$ cat src/rtl/cond_pkg.sv
package cond_pkg;

  typedef struct packed {
    logic n;
    logic z;
    logic c;
    logic v;
  } flags_t;

  // Upper three bits of the condition field select a test group;
  // the low bit inverts the group test (except for the always group).
  typedef enum logic [2:0] {
    GRP_ZERO   = 3'd0,
    GRP_CARRY  = 3'd1,
    GRP_SIGN   = 3'd2,
    GRP_OVF    = 3'd3,
    GRP_UHIGH  = 3'd4,
    GRP_SGE    = 3'd5,
    GRP_SGT    = 3'd6,
    GRP_ALWAYS = 3'd7
  } cond_grp_e;

  localparam int unsigned COND_W  = 4;
  localparam int unsigned FLAGS_W = 4;

endpackage

$ cat src/rtl/cond_eval.sv
module cond_eval
  import cond_pkg::*;
(
  input  logic [COND_W-1:0] cond_i,
  input  flags_t            flags_i,
  output logic              pass_o
);

  cond_grp_e grp;
  logic      base;
  logic      sign_eq;

  assign grp     = cond_grp_e'(cond_i[COND_W-1:1]);
  assign sign_eq = (flags_i.n == flags_i.v);

  always_comb begin
    unique case (grp)
      GRP_ZERO:   base = flags_i.z;
      GRP_CARRY:  base = flags_i.c;
      GRP_SIGN:   base = flags_i.n;
      GRP_OVF:    base = flags_i.v;
      GRP_UHIGH:  base = flags_i.c & ~flags_i.z;
      GRP_SGE:    base = sign_eq;
      GRP_SGT:    base = ~flags_i.z & sign_eq;
      default:    base = 1'b1;
    endcase
  end

  // Always group ignores the inversion bit
  assign pass_o = (grp == GRP_ALWAYS) ? 1'b1 : (base ^ cond_i[0]);

endmodule

$ cat src/rtl/flag_calc.sv
module flag_calc
  import cond_pkg::*;
#(
  parameter int unsigned DATA_W = 32
) (
  input  logic [DATA_W-1:0] result_i,
  input  logic              carry_i,
  input  logic              ovf_i,
  output flags_t            flags_o
);

  localparam int unsigned MSB = DATA_W - 1;

  always_comb begin
    flags_o.n = result_i[MSB];
    flags_o.z = ~|result_i;
    flags_o.c = carry_i;
    flags_o.v = ovf_i;
  end

endmodule

$ cat src/rtl/flag_store.sv
module flag_store
  import cond_pkg::*;
(
  input  logic   clk_i,
  input  logic   rst_i,
  input  logic   load_i,
  input  flags_t next_i,
  output flags_t flags_o
);

  always_ff @(posedge clk_i) begin
    if (rst_i) begin
      flags_o <= '0;
    end else if (load_i) begin
      flags_o <= next_i;
    end
  end

endmodule

$ cat src/rtl/cond_exec_unit.sv
module cond_exec_unit
  import cond_pkg::*;
#(
  parameter int unsigned DATA_W = 32
) (
  input  logic              clk_i,
  input  logic              rst_i,
  input  logic              in_valid_i,
  input  logic [3:0]        cond_i,
  input  logic              set_flags_i,
  input  logic [DATA_W-1:0] alu_result_i,
  input  logic              alu_carry_i,
  input  logic              alu_ovf_i,
  output logic              exec_en_o,
  output logic [3:0]        flags_o
);

  flags_t cur_flags;
  flags_t new_flags;
  logic   pass;
  logic   fire;
  logic   commit;
  logic   exec_q;

  cond_eval u_eval (
    .cond_i  (cond_i),
    .flags_i (cur_flags),
    .pass_o  (pass)
  );

  flag_calc #(.DATA_W(DATA_W)) u_calc (
    .result_i (alu_result_i),
    .carry_i  (alu_carry_i),
    .ovf_i    (alu_ovf_i),
    .flags_o  (new_flags)
  );

  assign fire   = in_valid_i & pass;
  assign commit = fire & set_flags_i;

  flag_store u_store (
    .clk_i   (clk_i),
    .rst_i   (rst_i),
    .load_i  (commit),
    .next_i  (new_flags),
    .flags_o (cur_flags)
  );

  always_ff @(posedge clk_i) begin
    if (rst_i) begin
      exec_q <= 1'b0;
    end else begin
      exec_q <= fire;
    end
  end

  assign exec_en_o = exec_q;
  assign flags_o   = cur_flags;

  // unconditional codes always execute
  assert_always_exec_R2: assert property (@(posedge clk_i) disable iff (rst_i)
    (in_valid_i && cond_i[3:1] == 3'b111) |=> exec_en_o);

  // execute enable only follows a valid cycle
  assert_exec_origin_R7: assert property (@(posedge clk_i) disable iff (rst_i)
    exec_en_o |-> $past(in_valid_i));

  // zero and carry flags follow the ALU after an unconditional update
  assert_flag_load_R8: assert property (@(posedge clk_i) disable iff (rst_i)
    (in_valid_i && set_flags_i && cond_i[3:1] == 3'b111) |=>
      (flags_o[2] == ($past(alu_result_i) == '0)) && (flags_o[1] == $past(alu_carry_i)));

  // flag-set bit low keeps flags
  assert_no_set_hold_R9: assert property (@(posedge clk_i) disable iff (rst_i)
    !set_flags_i |=> $stable(flags_o));

  // a suppressed instruction never changes the flags
  assert_skip_hold_R10: assert property (@(posedge clk_i) disable iff (rst_i)
    !exec_en_o |-> $stable(flags_o));

  // idle cycle is quiet
  assert_idle_quiet_R11: assert property (@(posedge clk_i) disable iff (rst_i)
    !in_valid_i |=> (!exec_en_o && $stable(flags_o)));

endmodule

$ cat config.mk
export PLATFORM = sky130hd
export DESIGN_NAME = cond_exec_unit
export DESIGN_NICKNAME = d
export VERILOG_FILES = /design/src/rtl/cond_pkg.sv /design/src/rtl/cond_eval.sv /design/src/rtl/flag_calc.sv /design/src/rtl/flag_store.sv /design/src/rtl/cond_exec_unit.sv
export SDC_FILE = /design/constraint.sdc
export NUM_CORES = 1
export LEC_CHECK = 0
export BUFFER_PORTS_ARGS = -buffer_cell sky130_fd_sc_hd__buf_2
export CAP_MARGIN = 40
export CORE_AREA = 5 5 42 44
export CTS_BUF_LIST = sky130_fd_sc_hd__clkbuf_4 sky130_fd_sc_hd__clkbuf_8 sky130_fd_sc_hd__clkbuf_16
export DETAILED_ROUTE_END_ITERATION = 8
export DIE_AREA = 0 0 47 49
export GPL_TIMING_DRIVEN = 0
export PLACE_DENSITY_LB_ADDON = 0.12
export SYNTH_ARGS = -nofsm -noshare
export SYNTH_HDL_FRONTEND = slang
export SYNTH_HIERARCHICAL = 1
export SYNTH_SLANG_ARGS = --single-unit
$ cat constraint.sdc
create_clock -name clk_i -period 4.4 [get_ports clk_i]
set_input_delay 0.88 -clock clk_i [delete_from_list [all_inputs] [get_ports clk_i]]
set_output_delay 0.88 -clock clk_i [all_outputs]
set_load 0.02 [all_outputs]
==> impl_summary.txt, run 1 <==
----------------------------------------------------
[STA]
  Clock skew ... 0.00597 ns
  Aggregate negative setup slack ... 0 ns
  Final number of setup-violating endpoints ... 0
  Final clock period utilization by the worst path ... a little under half
  Final min period ... 2.06 ns
  Pins Over Slew Limit ... 0
  Final Hold Fails ... 0
  Worst-Margin Slew ... 0.258 ns
  Rel. slew slack ... 82.6%
  Max Freq ... 486 MHz
  Setup repair after global routing missed its margin ... false

[Placement]
  Gp weighted congestion ... around 0.74
  Port buffer count ... 43

[Floorplanning]
  Placeable core region ... 0.00140 mm^2
  Die footprint ... approximately 0.0023 mm^2
  Top Ports ... 47
  Effective utilization at floorplan ... 29.4%
  Chip width ... ~47 um
  Height of the chip ... 49 um
  Standard-cell rows ... 14

[Setup path]
  Kind of critical path ... in -> reg
  Minimum setup slack among reg-to-reg paths ... 2.70 ns
  Source of the worst register-to-register timing path ... u_store/flags_o[3]$_SDFFE_PP0P_
  Ordered cell list for the critical path ... buf_6 -> mux2i_1 -> xor2_1 -> a22oi_1 -> and3b_1 -> and3_1 -> clkbuf_2 -> mux2i_1 -> nor2_1
  CP most frequent cell ... sky130_fd_sc_hd__mux2i_1
  Critical Path Slowest Stage Cell ... sky130_fd_sc_hd__mux2i_1
  Endpoint type of the worst setup path ... register
  Data required time at the worst endpoint ... approximately 4.5 ns
  Length in cells of the worst reg-to-reg path ... 8
  Max FO, Critical Path ... 6
  Crit-path max cell delay ... 0.22 ns
  Critical Path Start Type ... primary input
  Critical Path AT ... between 2 and 2.5 ns
  Capture instance of the worst register-to-register path ... u_store/flags_o[1]$_SDFFE_PP0P_

[Yosys]
  Adder-Cell Fraction of Synth Area ... 0%
  Simple-gate portion of the synthesized area ... 39.8%
  Sequential element share of the synthesized area ... 24.3%
  Summed instance area of the synthesized netlist ... 412 um^2
  Number of nets in the synthesized netlist ... 92
  Fraction of synthesized cell area in xor and xnor cells ... 6.38%
  Synthesized flop and latch total ... 5
  Yosys warning count ... 6
  Synthesized instance count ... 50
  Synth Area per Inst ... 8.23 um^2
  Compound-gate portion of the synthesized area ... 4.56%
  Count of different cell masters after synthesis ... 21
  Largest family of logic cells by synthesized area ... simple AND/OR/NAND/NOR gates
  Multiplexer fraction of the synthesized cell area ... 14.6%

[Pwr]
  Power density cells ... 213 mW/mm^2
  Switching power total ... 38.9 uW
  Proportion of power drawn by combinational gates ... 28.9%
  Sw Share ... approximately 27%
  Internal ... 104 uW
  Cell leakage power ... 0.000341 uW
  Final total power ... 143 uW
  Max rail drop VDD ... 0.146 mV
  Part of the total power dissipated in sequential elements ... about 34%
  Clock share of power ... 37.0%

[Run status]
  Outcome ... completed

[Drt]
  Residual antenna-violating net count after detailed routing ... 0
  Post-detailed-route DRC marker count ... 0
  DR vias ... approximately 530
  First-iteration detailed-routing DRC count ... 9
  Number of optimization iterations in the first detailed-route pass ... 4
  Detailed Route WL ... about 1200 um
  Per-cell routed wire length ... 10.3 um
  Vias per std cell ... 4.71

[Layout]
  Filler instances ... between 150 and 200
  Most frequent cells in the layout ... 43 x sky130_fd_sc_hd__buf_2, 8 x sky130_fd_sc_hd__nor2_1, 7 x sky130_fd_sc_hd__nor4_1
  Ant diodes ... 0
  Relative area change from synthesis to final layout ... 63.8%
  Most frequent standard cell in the layout excluding fill and tap cells ... sky130_fd_sc_hd__buf_2
  Fraction of final layout cells sized beyond drive strength 1 ... a little under three fifths
  Total number of nets in the final design ... 140

[CTS]
  Clock sinks ... 5
  Clock slew at reported path FFs ... 0.05 ns
  Cell at the root of the clock tree ... sky130_fd_sc_hd__clkbuf_4
  Number of setup buffers added after CTS ... 0
  Clock latency at the later pin of the worst-skew pair ... roughly 0.25 ns
  Post-cts gate resize count ... 0
  Count of hold-fix buffers inserted at cts ... 0
  Clock tree from TritonCTS ... yes
  Maximum clock path buffer count ... 2
  Clock buffer count from CTS ... 3
  H-tree level count ... 1

[Min path]
  Endpoint with the worst hold slack ... u_store/flags_o[1]$_SDFFE_PP0P_
  Launch instance of the worst min-delay path ... u_store/flags_o[1]$_SDFFE_PP0P_
  Hold Path Cell Cnt ... 2
  Min-Delay Path Class ... reg -> reg

[Global routing]
  Antenna violations before repair ... 0
  Global-route usage over all layers ... 10.6%
  Largest net degree at the start of global routing ... 7
  First-pass GRT wire length ... roughly 1800 um
  Global route overflow ... 0
  Vias in the first global route ... 491

[Flow run]
  Maxcap violations ... 0

----------------------------------------------------
worst max-delay path: cells and delay by family:
family | cells | cell delay, ns
compound gates | 1 | 0.15
mux | 2 | 0.42
buf+inv | 2 | 0.27
xor+xnor | 1 | 0.09
simple gates | 3 | 0.38
Yosys cell counts:
| library cell | number | area (um^2) |
|---|---|---|
| sky130_fd_sc_hd__dfxtp_1 | 5 | 100 |
| sky130_fd_sc_hd__nor2_1 | 8 | 30.0 |
| sky130_fd_sc_hd__nand3_1 | 2 | 10.0 |
| sky130_fd_sc_hd__nor2b_1 | 1 | 6.26 |
| sky130_fd_sc_hd__and3b_1 | 2 | 17.5 |
| sky130_fd_sc_hd__inv_1 | 1 | 3.75 |
| sky130_fd_sc_hd__a31oi_1 | 1 | 6.26 |
| sky130_fd_sc_hd__xnor2_1 | 1 | 8.76 |
| sky130_fd_sc_hd__nor4_1 | 7 | 43.8 |
| sky130_fd_sc_hd__xor2_1 | 2 | 17.5 |
| sky130_fd_sc_hd__nand2_1 | 1 | 3.75 |
| sky130_fd_sc_hd__and3_1 | 1 | 6.26 |
| sky130_fd_sc_hd__a22oi_1 | 1 | 7.51 |
| sky130_fd_sc_hd__mux2i_1 | 6 | 60.1 |
| sky130_fd_sc_hd__nor4_2 | 1 | 12.5 |
| sky130_fd_sc_hd__buf_4 | 3 | 22.5 |
| sky130_fd_sc_hd__nor4b_2 | 1 | 15.0 |
| sky130_fd_sc_hd__buf_6 | 1 | 11.3 |
| sky130_fd_sc_hd__a21oi_1 | 1 | 5.00 |
| sky130_fd_sc_hd__clkbuf_2 | 1 | 5.00 |
| sky130_fd_sc_hd__nand4_1 | 3 | 18.8 |
sequential cells by signal, indices dropped and copies added (netlist names):
register         count
exec_en_o            1
u_store/flags_o      4
kinds of logic (layout without fill, tap and decap cells):
| kind of cell | after synthesis | after routing |
|---|---|---|
| AOI/OAI and AO/OA | 3 | 3 |
| xor gates and xnor gates | 3 | 3 |
| muxes | 6 | 6 |
| buffers and inverters | 6 | 53 |
| DFF | 5 | 5 |
| and+or+nand+nor | 27 | 27 |
area by class of cell:
| type | count | area [um^2] | share of cell area, % |
|---|---|---|---|
| buffer | 5 | 38.8 | 5.75 |
| clock buffer | 3 | 22.5 | 3.34 |
| clock inverter | 1 | 5.00 | 0.742 |
| inverter | 1 | 3.75 | 0.557 |
| multi-input combinational | 39 | 269 | 39.9 |
| sequential | 5 | 100 | 14.8 |
| tap | 16 | 20.0 | 2.97 |
| timing repair buffer | 43 | 215 | 31.9 |
power groups by stage:
stage               logic, uW  clock network [uW]  registers [uW]
floorplan                17.2                   0            52.1
CTS                      42.2                55.2            48.9
finish                   41.5                53.1            48.8
global route             46.3                60.8            49.0
global placement         41.2                   0            49.7
detailed placement       42.0                   0            49.8
through the flow:
step | utilization [%] | setup WS, ns | cells | area, um^2 | hold WS [ns]
6_report | 48.1 | 2.34 | 113 | 674 | 0.546
5_1_grt | 48.1 | 2.14 | 113 | 674 | 0.578
4_1_cts | 48.1 | 2.31 | 113 | 674 | 0.559
3_5_place_dp | 46.2 | 2.06 | 109 | 647 | 0.551
3_3_place_gp | 46.2 | 2.09 | 109 | 647 | 0.542
2_1_floorplan | - | 2.20 | 50 | 412 | 0.597
how the worst max path moves through the flow:
stage	startpoint	end	cells past startpoint
floorplan	cond_i[1]	u_store/flags_o[2]$_SDFFE_PP0P_	9
global placement	cond_i[1]	u_store/flags_o[1]$_SDFFE_PP0P_	9
detailed placement	cond_i[1]	u_store/flags_o[1]$_SDFFE_PP0P_	9
CTS	cond_i[1]	u_store/flags_o[1]$_SDFFE_PP0P_	9
global route	cond_i[1]	u_store/flags_o[2]$_SDFFE_PP0P_	9
finish	cond_i[1]	u_store/flags_o[1]$_SDFFE_PP0P_	9
routing by layer:
layer,track usage (%),share of wire [%]
met1,12.3,36
met4,4.15,0
met3,3.69,11
met2,17.2,53
met5,0,0
No activity file was read; power rests on OpenSTA's default activity.
==> inputs of run 2 (changes only) <==
--- a/config.mk
+++ b/config.mk
@@ -7,10 +7,10 @@
 export LEC_CHECK = 0
 export BUFFER_PORTS_ARGS = -buffer_cell sky130_fd_sc_hd__buf_2
 export CAP_MARGIN = 40
-export CORE_AREA = 5 5 42 44
+export CORE_MARGIN = 5
+export CORE_UTILIZATION = 29
 export CTS_BUF_LIST = sky130_fd_sc_hd__clkbuf_4 sky130_fd_sc_hd__clkbuf_8 sky130_fd_sc_hd__clkbuf_16
 export DETAILED_ROUTE_END_ITERATION = 8
-export DIE_AREA = 0 0 47 49
 export GPL_TIMING_DRIVEN = 0
 export PLACE_DENSITY_LB_ADDON = 0.12
 export SYNTH_ARGS = -nofsm -noshare
==> constraint.sdc (replaced) <==
create_clock -name clk_i -period 1.8 [get_ports clk_i]
set_input_delay 0.36 -clock clk_i [delete_from_list [all_inputs] [get_ports clk_i]]
set_output_delay 0.36 -clock clk_i [all_outputs]
set_load 0.02 [all_outputs]
==> impl_summary.txt, run 2 (synthesis gave the netlist of run 1 again) <==
----------------------------------------------------
[STA]
  Final clock period utilization by the worst path ... between 90 and 100%
  Clock skew ... 0.00625 ns (+0.000277 ns)
  Final Hold Fails ... 0 (unchanged)
  Pins Over Slew Limit ... 0 (unchanged)
  Setup repair after global routing missed its margin ... false
  Aggregate negative setup slack ... 0 ns (unchanged)
  Max Freq ... 614 MHz
  Final number of setup-violating endpoints ... 0 (unchanged)
  Setup ws final ... 0.172 ns (-2.17 ns)
  Rel. slew slack ... 81.8% (-0.84 points)
  Final min period ... 1.63 ns
  Worst-Margin Slew ... 0.271 ns (+0.0125 ns)
  Worst hold slack after final layout ... 0.329 ns (-0.217 ns)

[Setup path]
  Max FO, Critical Path ... 4 (-2)
  Critical Path Start Type ... register
  Gate family responsible for the most delay along the worst path ... simple AND/OR/NAND/NOR gates
  Critical Path Slowest Stage Cell ... sky130_fd_sc_hd__dfxtp_2
  Ordered cell list for the critical path ... xnor2_1 -> nand3_1 -> a21oi_1 -> and3b_1 -> and3_1 -> buf_2 -> mux2i_1 -> nor2_1
  Data required time at the worst endpoint ... 1.94 ns (-2.60 ns)
  Kind of critical path ... reg -> reg
  Endpoint type of the worst setup path ... register
  Crit-path max cell delay ... 0.33 ns (+0.11 ns)
  Combined buffer and inverter count along the critical path ... 1 (-1)
  Critical Path AT ... 1.77 ns (-0.43 ns)

[Layout]
  Relative area change from synthesis to final layout ... 64.4%
  Flip-flop count of the largest register, all copies and words added ... 4 (unchanged)
  Area used by sequential logic in the layout ... 104 um^2 (+3.8%)
  Fraction of final layout cells sized beyond drive strength 1 ... 58.8% (+3.1 points)
  Filler instances ... 132 (-15%)
  Register with the highest flop count ... u_store/flags_o
  Total number of nets in the final design ... 140 (unchanged)
  Multi-input logic area ... 269 um^2 (unchanged)
  Finished layout cell area ... 677 um^2 (+0.37%)
  Most frequent standard cell in the layout excluding fill and tap cells ... sky130_fd_sc_hd__buf_2
  Fin cells ... 112 (-0.88%)
  Most frequent cells in the layout ... 44 x sky130_fd_sc_hd__buf_2, 8 x sky130_fd_sc_hd__nor2_1, 7 x sky130_fd_sc_hd__nor4_1
  Ant diodes ... 0 (unchanged)

[Floorplanning]
  Top Ports ... 47 (unchanged)
  Chip width ... 47.7 um (+1.4%)
  Effective utilization at floorplan ... 31.2% (+1.9 points)
  Height of the chip ... 47.7 um (-2.7%)
  Placeable core region ... 0.00132 mm^2 (-6.0%)
  Die footprint ... 0.00227 mm^2 (-1.3%)
  Standard-cell rows ... 13 (-1)

[CTS]
  Maximum clock path buffer count ... 2 (unchanged)
  Clock sinks ... 5 (unchanged)
  Post-cts gate resize count ... 0 (unchanged)
  Clock slew at reported path FFs ... 0.05 ns (about the same)
  Count of hold-fix buffers inserted at cts ... 0 (unchanged)
  Number of setup buffers added after CTS ... 0 (unchanged)
  H-tree level count ... 1 (unchanged)
  Cell at the root of the clock tree ... sky130_fd_sc_hd__clkbuf_4
  Clock tree from TritonCTS ... yes
  Clock buffer count from CTS ... 3 (unchanged)
  Clock latency at the later pin of the worst-skew pair ... 0.25 ns (about the same)

[Global routing]
  Vias in the first global route ... 487 (-0.81%)
  First-pass GRT wire length ... 1900 um (+3.0%)
  Met1 routing resource usage after global routing ... 14.7% (+2.4 points)
  Global-route usage over all layers ... 12.1% (+1.5 points)
  Largest net degree at the start of global routing ... 7 (unchanged)
  Busiest grt layer ... met2
  Met3 Resource Use GR ... 6.02% (+2.3 points)
  Global route overflow ... 0 (unchanged)
  Antenna violations before repair ... 0 (unchanged)
  GR met2 Demand/Resource ... 19.0% (+1.8 points)

[Drt]
  Post-detailed-route DRC marker count ... 0 (unchanged)
  DR vias ... 540 (+1.5%)
  Vias per std cell ... 4.82 (+2.4%)
  Number of optimization iterations in the first detailed-route pass ... 3 (-1)
  Detailed Route WL ... 1220 um (+4.0%)
  Residual antenna-violating net count after detailed routing ... 0 (unchanged)
  Per-cell routed wire length ... 10.8 um (+5.0%)
  First-iteration detailed-routing DRC count ... 4 (-5)

[Run status]
  Outcome ... completed

[Flow run]
  Maxcap violations ... 0 (unchanged)

[Placement]
  Port buffer count ... 43 (unchanged)
  Gp weighted congestion ... 0.695 (-6.4%)
  Cell area reported after detailed placement ... 646 um^2 (-0.19%)
  Placement Setup Slack ... 0.0102 ns (-2.05 ns)
  Post-placement cell count ... 108 (-0.92%)

[Pwr]
  Max rail drop VDD ... 0.363 mV (+150%)
  Power density cells ... 522 mW/mm^2 (+150%)
  Cell leakage power ... 0.000343 uW (+0.58%)

[Min path]
  Min-Delay Path Class ... in -> reg

----------------------------------------------------
[run 2: area by class of cell]
| type | count | area share [%] |
|---|---|---|
| multi-input cells | 39 | 39.7 |
| clock inverters | 1 | 0.739 |
| well taps | 15 | 2.77 |
| inverters | 1 | 0.555 |
| repair buffers | 43 | 31.8 |
| plain buffers | 5 | 5.73 |
| clock buffers | 3 | 3.33 |
| flip-flops and latches | 5 | 15.3 |
[run 2: layer usage]
metal | share of wire, % | wire length (um)
met3 | 11 | 138
met1 | 37 | 451
met5 | 0 | 0
met2 | 51 | 625
met4 | 0 | 0
[run 2: worst paths after layout]
kind                                   start                               to  slack, ns  cells past startpoint
max          u_store/flags_o[3]$_SDFFE_PP0P_  u_store/flags_o[1]$_SDFFE_PP0P_       0.17                      8
min                                    rst_i  u_store/flags_o[2]$_SDFFE_PP0P_       0.33                      2
max reg2reg  u_store/flags_o[3]$_SDFFE_PP0P_  u_store/flags_o[1]$_SDFFE_PP0P_       0.17                      8
min reg2reg  u_store/flags_o[3]$_SDFFE_PP0P_  u_store/flags_o[3]$_SDFFE_PP0P_       0.53                      2
[run 2: power by group]
part,switching (uW),total (uW),internal [uW]
Sequential,3.45,120,116
Clock,50.9,132,80.6
Combinational,43.1,102,59.1
Total,97.5,354,256
[run 2: metrics by stage]
stage | power [uW] | utilization [%]
detailed placement | 224 | 49.0
global placement | 223 | 49.0
global route | 384 | 51.4
floorplan | 169 | -
finish | 354 | 51.4
CTS | 360 | 51.1
==> inputs of run 3 (changes only) <==
--- a/config.mk
+++ b/config.mk
@@ -12,7 +12,7 @@
 export CTS_BUF_LIST = sky130_fd_sc_hd__clkbuf_4 sky130_fd_sc_hd__clkbuf_8 sky130_fd_sc_hd__clkbuf_16
 export DETAILED_ROUTE_END_ITERATION = 8
 export GPL_TIMING_DRIVEN = 0
-export PLACE_DENSITY_LB_ADDON = 0.12
+export PLACE_DENSITY = 0.74
 export SYNTH_ARGS = -nofsm -noshare
 export SYNTH_HDL_FRONTEND = slang
 export SYNTH_HIERARCHICAL = 1
==> impl_summary.txt, run 3 (synthesis gave the netlist of run 1 again) <==
----------------------------------------------------
[Run status]
  Outcome ... completed

[Layout]
  Ant diodes ... 0 (unchanged)
  Total number of nets in the final design ... 140 (unchanged)
  Most frequent cells in the layout ... 43 x sky130_fd_sc_hd__buf_2, 8 x sky130_fd_sc_hd__nor2_1, 7 x sky130_fd_sc_hd__nor4_1
  Relative area change from synthesis to final layout ... 65.7%
  Most frequent standard cell in the layout excluding fill and tap cells ... sky130_fd_sc_hd__buf_2
  Fraction of final layout cells sized beyond drive strength 1 ... 58.8% (unchanged)
  Utilization after layout ... 51.8% (+0.38 points)
  Flip-flop count of the largest register, all copies and words added ... 4 (unchanged)
  Filler instances ... 127 (-3.8%)
  Register with the highest flop count ... u_store/flags_o

[Pwr]
  Final total power ... 373 uW (+5.5%)
  Cell leakage power ... 0.000343 uW (+0.25%)
  Max rail drop VDD ... 0.333 mV (-8.1%)
  Switching power total ... 97.3 uW (-0.17%)
  Clock share of power ... 39.7% (+2.5 points)
  Internal ... 276 uW (+7.6%)
  Proportion of power drawn by combinational gates ... 28.0% (-0.9 points)
  Part of the total power dissipated in sequential elements ... 32.2% (-1.7 points)
  Sw Share ... 26.1% (-1.5 points)
  Power density cells ... 547 mW/mm^2 (+4.7%)

[CTS]
  Clock tree from TritonCTS ... yes
  Cell at the root of the clock tree ... sky130_fd_sc_hd__clkbuf_4
  Clock latency at the later pin of the worst-skew pair ... 0.25 ns (about the same)
  Clock sinks ... 5 (unchanged)
  Number of setup buffers added after CTS ... 0 (unchanged)
  Maximum clock path buffer count ... 2 (unchanged)
  Clock buffer count from CTS ... 3 (unchanged)
  H-tree level count ... 1 (unchanged)
  Post-cts gate resize count ... 0 (unchanged)
  Clock slew at reported path FFs ... 0.04 ns (about the same)
  Count of hold-fix buffers inserted at cts ... 0 (unchanged)

[STA]
  Final Hold Fails ... 0 (unchanged)
  Pins Over Slew Limit ... 0 (unchanged)
  Aggregate negative setup slack ... 0 ns (unchanged)
  Worst-Margin Slew ... 0.293 ns (+0.0220 ns)
  Setup repair after global routing missed its margin ... false
  Clock skew ... 0.00167 ns (-0.00458 ns)
  Final number of setup-violating endpoints ... 0 (unchanged)
  Final clock period utilization by the worst path ... 88.6% (-1.8 points)
  Setup ws final ... 0.204 ns (+0.0325 ns)
  Rel. slew slack ... 80.3% (-1.5 points)
  Final min period ... 1.60 ns (-0.0325 ns)
  Max Freq ... 627 MHz (+2.0%)

[Global routing]
  Largest net degree at the start of global routing ... 7 (unchanged)
  Antenna violations before repair ... 0 (unchanged)
  Global route overflow ... 0 (unchanged)
  Global-route usage over all layers ... 14.5% (+2.4 points)
  Vias in the first global route ... 628 (+29%)
  First-pass GRT wire length ... 2260 um (+19%)

[Drt]
  Post-detailed-route DRC marker count ... 0 (unchanged)
  Residual antenna-violating net count after detailed routing ... 0 (unchanged)
  Vias per std cell ... 5.01 (+3.9%)
  First-iteration detailed-routing DRC count ... 2 (-2)
  Per-cell routed wire length ... 12.5 um (+15%)
  DR vias ... 561 (+3.9%)
  Number of optimization iterations in the first detailed-route pass ... 2 (-1)
  Detailed Route WL ... 1400 um (+15%)

[Min path]
  Launch instance of the worst min-delay path ... rst_i
  Hold Path Cell Cnt ... 2 (unchanged)
  Min-Delay Path Class ... in -> reg
  Endpoint with the worst hold slack ... u_store/flags_o[3]$_SDFFE_PP0P_

[Setup path]
  Length in cells of the worst reg-to-reg path ... 8 (unchanged)
  Kind of critical path ... reg -> reg
  Endpoint type of the worst setup path ... register
  Critical Path Start Type ... register
  CP most frequent cell ... sky130_fd_sc_hd__mux2i_1
  Capture instance of the worst register-to-register path ... u_store/flags_o[1]$_SDFFE_PP0P_
  Critical Path Slowest Stage Cell ... sky130_fd_sc_hd__dfxtp_1
  Combined buffer and inverter count along the critical path ... 1 (unchanged)
  Ordered cell list for the critical path ... mux2i_1 -> xor2_1 -> a22oi_1 -> and3b_1 -> and3_1 -> buf_4 -> mux2i_1 -> nor2_1
  Max FO, Critical Path ... 4 (unchanged)
  Crit-path max cell delay ... 0.36 ns (+0.03 ns)
  Critical Path AT ... 1.73 ns (-0.04 ns)
  Gate family responsible for the most delay along the worst path ... simple AND/OR/NAND/NOR gates
  Minimum setup slack among reg-to-reg paths ... 0.20 ns (+0.03 ns)
  Data required time at the worst endpoint ... 1.94 ns (about the same)
  Source of the worst register-to-register timing path ... u_store/flags_o[1]$_SDFFE_PP0P_

[Placement]
  Total half-perimeter wirelength after legalization and detailed placement ... roughly 1200 um
  Placement Setup Slack ... -0.0302 ns (-0.0403 ns)
  Port buffer count ... 43 (unchanged)
  Gp weighted congestion ... 0.724 (+4.3%)

[Floorplanning]
  Chip width ... 47.7 um (unchanged)
  Standard-cell rows ... 13 (unchanged)
  Die footprint ... 0.00227 mm^2 (unchanged)
  Placeable core region ... 0.00132 mm^2 (unchanged)
  Height of the chip ... 47.7 um (unchanged)
  Top Ports ... 47 (unchanged)
  Effective utilization at floorplan ... 31.2% (unchanged)

[Flow run]
  Maxcap violations ... 0 (unchanged)

----------------------------------------------------
[run 3: changes by cell type in the layout (fill, tap and decap cells not counted), sizes merged]
cell / delta
clkinv: -1
clkbuf: +1
[run 3: stage by stage]
| step | area [um^2] | hold WS, ns | instances |
|---|---|---|---|
| after detailed placement | 646 | 0.557 | 108 |
| after CTS | 676 | 0.339 | 112 |
| after floorplan | 412 | 0.432 | 50 |
| after global routing | 682 | 0.343 | 112 |
| final | 682 | 0.338 | 112 |
| after global placement | 646 | 0.537 | 108 |
[run 3: worst register-to-register path, delay by kind of cell (launching register included)]
family	cells	cell delay (ns)
AND/OR/NAND/NOR	3	0.38
XOR/XNOR	1	0.15
AO/OA/AOI/OAI	1	0.16
flip-flops	1	0.36
multiplexers	2	0.30
buffers and inverters	1	0.14
[run 3: per-layer routing]
metal / track usage (%) / up-vias / wire (um)
met5: 0 / - / 0
li1: - / 279 / -
met1: 14.0 / 237 / 494
met2: 26.2 / 43 / 678
met3: 9.02 / 2 / 214
met4: 3.23 / 0 / 10
[run 3: area by class of cell]
cell class / instances / area [um^2] / area share, %
Buffer: 5 / 41.3 / 6.06
Clock buffer: 4 / 30.0 / 4.40
Inverter: 1 / 3.75 / 0.550
Multi-Input combinational cell: 39 / 269 / 39.4
Sequential cell: 5 / 104 / 15.2
Tap cell: 15 / 18.8 / 2.75
Timing Repair Buffer: 43 / 215 / 31.6
[run 3: how the worst max path moves through the flow]
| stage | startpoint | to | slack [ns] | cells past startpoint |
|---|---|---|---|---|
| floorplan | u_store/flags_o[2]$_SDFFE_PP0P_ | u_store/flags_o[2]$_SDFFE_PP0P_ | 0.10 | 8 |
| global placement | cond_i[1] | u_store/flags_o[3]$_SDFFE_PP0P_ | -0.005 | 9 |
| detailed placement | cond_i[1] | u_store/flags_o[1]$_SDFFE_PP0P_ | -0.03 | 9 |
| CTS | u_store/flags_o[2]$_SDFFE_PP0P_ | u_store/flags_o[1]$_SDFFE_PP0P_ | 0.09 | 8 |
| global route | u_store/flags_o[1]$_SDFFE_PP0P_ | u_store/flags_o[1]$_SDFFE_PP0P_ | 0.03 | 8 |
| finish | u_store/flags_o[1]$_SDFFE_PP0P_ | u_store/flags_o[1]$_SDFFE_PP0P_ | 0.20 | 8 |
[run 3: power groups by stage]
stage	registers (uW)	clock network (uW)	logic [uW]
after floorplan	127	0	42.2
after global placement	122	0	101
after detailed placement	122	0	103
after CTS	120	157	104
after global routing	121	163	116
final	120	148	105
